File: src/rtl/lane_dist_pkg.sv
package lane_dist_pkg;

  // source chosen for one physical lane in one cycle
  typedef enum logic [1:0] {
    SRC_IDLE  = 2'd0,
    SRC_DATA  = 2'd1,
    SRC_PAD   = 2'd2,
    SRC_BCAST = 2'd3
  } lane_src_e;

endpackage

File: src/rtl/lane_rank_calc.sv
module lane_rank_calc #(
  parameter int N  = 4,
  parameter int CW = $clog2(N + 1)
) (
  input  logic [N-1:0]    mask,
  output logic [N*CW-1:0] ranks
);

  // rank of lane i = number of live lanes strictly below it
  for (genvar i = 0; i < N; i++) begin : g_rank
    logic [CW-1:0] acc;
    always_comb begin
      acc = '0;
      for (int j = 0; j < i; j++) begin
        acc = acc + CW'(mask[j]);
      end
    end
    assign ranks[i*CW +: CW] = acc;
  end

endmodule

File: src/rtl/lane_slot.sv
module lane_slot
  import lane_dist_pkg::*;
#(
  parameter int N  = 4,
  parameter int W  = 8,
  parameter int CW = $clog2(N + 1),
  parameter logic [W-1:0] PAD_CODE = '1
) (
  input  logic          live,
  input  logic [CW-1:0] rank,
  input  logic          row_valid,
  input  logic          row_last,
  input  logic [CW-1:0] row_count,
  input  logic [N*W-1:0] row_words,
  input  logic [N-1:0]  row_tags,
  output logic [W-1:0]  nxt_word,
  output logic          nxt_ctrl,
  output logic          nxt_valid
);

  lane_src_e     src;
  logic [W-1:0]  picked_word;
  logic          picked_tag;

  // choose what this lane carries
  always_comb begin
    if (!row_valid || !live) begin
      src = SRC_IDLE;
    end else if (row_tags[0]) begin
      src = SRC_BCAST;
    end else if (rank < row_count) begin
      src = SRC_DATA;
    end else if (row_last) begin
      src = SRC_PAD;
    end else begin
      src = SRC_IDLE;
    end
  end

  // word mux indexed by rank
  always_comb begin
    picked_word = '0;
    picked_tag  = 1'b0;
    for (int k = 0; k < N; k++) begin
      if (rank == CW'(k)) begin
        picked_word = row_words[k*W +: W];
        picked_tag  = row_tags[k];
      end
    end
  end

  always_comb begin
    unique case (src)
      SRC_DATA: begin
        nxt_word  = picked_word;
        nxt_ctrl  = picked_tag;
        nxt_valid = 1'b1;
      end
      SRC_PAD: begin
        nxt_word  = PAD_CODE;
        nxt_ctrl  = 1'b1;
        nxt_valid = 1'b1;
      end
      SRC_BCAST: begin
        nxt_word  = row_words[W-1:0];
        nxt_ctrl  = 1'b1;
        nxt_valid = 1'b1;
      end
      default: begin
        nxt_word  = '0;
        nxt_ctrl  = 1'b0;
        nxt_valid = 1'b0;
      end
    endcase
  end

endmodule

File: src/rtl/lane_dist.sv
module lane_dist #(
  parameter int N = 4,
  parameter int W = 8,
  parameter logic [W-1:0] PAD_CODE = 8'hBC,
  localparam int CW = $clog2(N + 1)
) (
  input  logic           clk,
  input  logic           rst,
  input  logic           in_valid,
  input  logic [N*W-1:0] in_words,
  input  logic [N-1:0]   in_ctrl,
  input  logic [CW-1:0]  in_count,
  input  logic           in_last,
  input  logic [N-1:0]   lane_mask,
  output logic [N*W-1:0] lane_words,
  output logic [N-1:0]   lane_ctrl,
  output logic [N-1:0]   lane_valid
);

  logic [N*CW-1:0] ranks;
  logic [N*W-1:0]  nxt_words;
  logic [N-1:0]    nxt_ctrl;
  logic [N-1:0]    nxt_valid;

  lane_rank_calc #(.N(N), .CW(CW)) u_rank (
    .mask  (lane_mask),
    .ranks (ranks)
  );

  for (genvar i = 0; i < N; i++) begin : g_lane
    lane_slot #(.N(N), .W(W), .CW(CW), .PAD_CODE(PAD_CODE)) u_slot (
      .live      (lane_mask[i]),
      .rank      (ranks[i*CW +: CW]),
      .row_valid (in_valid),
      .row_last  (in_last),
      .row_count (in_count),
      .row_words (in_words),
      .row_tags  (in_ctrl),
      .nxt_word  (nxt_words[i*W +: W]),
      .nxt_ctrl  (nxt_ctrl[i]),
      .nxt_valid (nxt_valid[i])
    );
  end

  always_ff @(posedge clk) begin
    if (rst) begin
      lane_words <= '0;
      lane_ctrl  <= '0;
      lane_valid <= '0;
    end else begin
      lane_words <= nxt_words;
      lane_ctrl  <= nxt_ctrl;
      lane_valid <= nxt_valid;
    end
  end

endmodule

File: config.mk
export PLATFORM = sky130hd
export DESIGN_NAME = lane_dist
export DESIGN_NICKNAME = d
export VERILOG_FILES = /design/src/rtl/lane_dist_pkg.sv /design/src/rtl/lane_rank_calc.sv /design/src/rtl/lane_slot.sv /design/src/rtl/lane_dist.sv
export SDC_FILE = /design/constraint.sdc
export NUM_CORES = 1
export LEC_CHECK = 0
export CAP_MARGIN = 25
export CELL_PAD_IN_SITES_DETAIL_PLACEMENT = 0
export CELL_PAD_IN_SITES_GLOBAL_PLACEMENT = 2
export CORE_AREA = 10 10 108 110
export CTS_CLUSTER_SIZE = 20
export DETAILED_ROUTE_END_ITERATION = 7
export DIE_AREA = 0 0 118 120
export PLACE_DENSITY_LB_ADDON = 0.05
export SYNTH_ARGS = -nofsm -noshare
export SYNTH_HDL_FRONTEND = slang
export SYNTH_SLANG_ARGS = --single-unit
File: constraint.sdc
create_clock -name clk -period 2.6 [get_ports clk]
set_input_delay 0.52 -clock clk [delete_from_list [all_inputs] [get_ports clk]]
set_output_delay 0.52 -clock clk [all_outputs]
set_load 0.01 [all_outputs]
==> metrics.md <==
| Metric | Value |
|---|---|
| Crit path from | lane_mask[0] |
| Register area | between 800 and 900 sq um |
| Ys flop type | dfxtp_1 |
| Final-report hold violation count | 0 |
| Area Growth Syn to Fin | 58.62% |
| Antenna Cells | 0 |
| Drt drc | 0 |
| Syn Std Cell Area | roughly 0.0022 sq mm |
| Worst endpoint required time | 2820 ps |
| PwrDens | about 430 mW/mm^2 |
| Initial Util | 0.2324 |
| Post-Syn Area per Cell | 8.537 sq um |
| Combinational Power Share | 0.302 |
| Initial antenna violation count | 0 |
| Switching share of power | 0.3072 |
| Antenna-violating nets left | 0 |
| Routed WL | between 9 and 10 mm |
| Relative slew slack | 0.6553 |
| Layout cell share with drive strength beyond 1 | 0.1448 |
| Sequential-to-total area share from yosys stat | 0.3608 |
| Post-Syn Nets | ~310 |
| Critical path type | in2reg |
| Wire per inst | roughly 19 microns |
| Switching power | about 460 uW |
| Crit path to | lane_words[28] |
| #FFs+latches synth | 40 |
| CTS sink count | 40 |
| Internal power | ~1.0 mW |
| GP Congestion | ~0.83 |
| Clock buffer count from CTS | 5 |
| Maximum VDD drop | 0.1806 mV |
| Die width | around 120 microns |
| Vias in the first global route | ~2600 |
| Placement Setup Slack | -187.0 ps |
| EDFF count, synth | 0 |
| Min cycle time layout | around 2500 ps |
| Placeable Area | ~0.0095 sq mm |
| Seq pwr share | 0.421 |
| Clock power frac | 0.277 |
| Die Span Y | around 120 microns |
| Vias per inst | 4.727 |
| Multi-input logic area | ~0.0013 sq mm |
| Synth cell types | 46 |
| Critical path arrival | ~2700 ps |
| Root Buffer | clkbuf_8 |
| CTS tree | done |
| Levels on crit path | 8 |
| Placed cell count | between 400 and 500 |
| Top Ports | 87 |
| Fillers | around 1000 |
| Largest net degree at the start of global routing | 19 |
| Leak | between 1 and 1.5 nW |
| Max FO, Critical Path | 5 |
| Setup repair after global routing missed its margin | false |
| Syn Inst Count | 260 |
| DP HPWL | approximately 7.6 mm |
| Nets | between 400 and 500 |
| CTS max path bufs | 2 |
| Die area | between 0.01 and 0.015 sq mm |
| Max Cap Viol | 0 |
| Yosys warns | 0 |
| Period Utilization, post-route | 0.9607 |
| Worst-Margin Slew | 515.2 ps |
| Overall Global Routing Usage | 0.1318 |
| Peak per-stage delay on the critical path | 610 ps |
| Fin Setup TNS | 0 ps |
| Drt initial violations | between 60 and 70 |
| CP max-delay cell | fa_1 |
| Delay-heaviest family, CP | compound AO/OA/AOI/OAI gates |
| Critical path launch point type | input port |
| Via count | around 2400 |
| Worst Setup Slack, final | roughly 100 ps |
| Row count | 36 |
| First-pass GRT wire length | ~15 mm |
| Hold crit path type | in2reg |
| Port bufs | 86 |
| Max-slew violation count | 0 |
| Clk slew on worst S/H paths | approximately 80 ps |
| Crit-path cells | clkdlybuf4s50_1 > inv_1 > fa_1 > a31oi_1 > o311ai_4 > and2_4 > nand2_4 > o22ai_1 |
| Final setup vio count | 0 |
| # H-tree levels | 2 |
| Total grt overflow | 0 |
| Async S/R FF share, synth | 0 |
| Outcome | complete, no violations |
| DRT Pass-1 Iters | 4 |
| Cell Count, Final, Fillers Out | between 500 and 600 |
| Worst path buffer plus inverter count | 2 |
| CP endpoint kind | flop |
| Fmax | between 400 and 500 MHz |
cell usage after synthesis, drive strengths merged (3+ instances only):
cell,n,area (sq um)
buf,8,45.04
nand2b,5,31.28
a31oi,6,37.54
o22ai,3,18.77
o21ai,12,60.06
nand4,5,31.28
a21oi,24,123.9
o21a,5,37.54
nor3,3,20.02
inv,9,33.78
dfxtp,40,800.8
nand2,32,127.6
a22oi,10,75.07
nor2b,5,31.28
a22o,3,26.28
mux4,3,67.56
a211oi,7,52.55
clkbuf,6,23.77
and2,11,71.32
ha,4,50.05
a221oi,10,87.58
nor2,21,78.83
mux2i,11,110.1
routing by layer:
layer | vias to the layer above | global-route usage | routed length, microns
met5 | - | 0 | 0
met4 | 0 | 0.04250 | 184
met3 | 9 | 0.02813 | 500
met2 | 75 | 0.2166 | 4344
met1 | 1135 | 0.1687 | 4397
li1 | 1173 | - | -
cells in the final DEF (no fill, tap or decap), drive strengths merged, types with 2 or more instances in the layout:
cell / count
clkbuf: 5
dfxtp: 40
clkdlybuf4s50: 86
a21oi: 24
o21ai: 12
and2: 11
a22o: 3
o21a: 5
nand3: 2
o31ai: 2
inv: 9
nor2: 21
a211oi: 7
clkinv: 3
buf: 33
nor2b: 5
mux4: 3
nand2b: 5
a31oi: 6
nand4: 5
o22ai: 3
ha: 4
nor3: 3
a221oi: 10
nand2: 32
a22oi: 10
mux2i: 11
area by class of cell:
type / count / share of cell area
multi-input combinational: 197 / 0.3749
clock buffer: 5 / 0.01955
tap: 133 / 0.04726
inverter: 9 / 0.009595
sequential: 40 / 0.2274
clock inverter: 3 / 0.005330
timing repair buffer: 119 / 0.3159
power by group through the flow:
stage                     sequential [mW]  combinational (mW)  clock, mW
after global placement              0.649               0.453          0
final                               0.634               0.455      0.417
after floorplan                     0.657               0.210          0
after detailed placement            0.649               0.453          0
after CTS                           0.634               0.455      0.439
after global routing                0.636               0.498      0.459
tightest hold or removal path, delay by kind of cell:
kind            cells  cell delay [ps]
simple gates        1               80
buf+inv             1              450
compound gates      1               70
sequential cells by signal, summed over array words and instances, names as in the netlist:
signal	cells
lane_ctrl	4
lane_words	32
lane_valid	4
stage by stage:
| step | cell area, sq um | util | power, mW | hold slack [ps] |
|---|---|---|---|---|
| 3_5_place_dp | 3426 | 0.3588 | 1.102 | 1168 |
| 5_1_grt | 3521 | 0.3687 | 1.592 | 890.7 |
| 6_report | 3521 | 0.3687 | 1.505 | 872.3 |
| 3_3_place_gp | 3426 | 0.3588 | 1.102 | 1190 |
| 4_1_cts | 3513 | 0.3679 | 1.529 | 856.6 |
| 2_1_floorplan | 2220 | - | 0.8672 | 641.7 |
repair_timing:
action,4_1_cts,5_1_grt
gates resized for setup,0,2
hold buffers,0,0
setup endpoints to repair,0,8
endpoints found under the hold margin,0,0
buffers inserted,0,0
cells by family after synthesis:
kind of cell	synth area share
simple gates	0.2029
fa+ha+maj	0.03157
mux	0.08004
xor+xnor	0.003947
compound gates	0.2745
flops	0.3608
buf+inv	0.04622
worst min-delay path by stage:
stage | slack (ps) | end | start | depth (start not counted)
6_report | 870 | lane_words[13] | in_words[13] | 3
5_1_grt | 890 | lane_words[13] | in_words[13] | 3
4_1_cts | 860 | lane_words[13] | in_words[13] | 3
3_5_place_dp | 1170 | lane_words[13] | in_words[13] | 3
3_3_place_gp | 1190 | lane_words[13] | in_words[13] | 3
2_1_floorplan | 640 | lane_words[0] | in_words[0] | 1
Note: power is estimated with default switching activity, not from simulation.
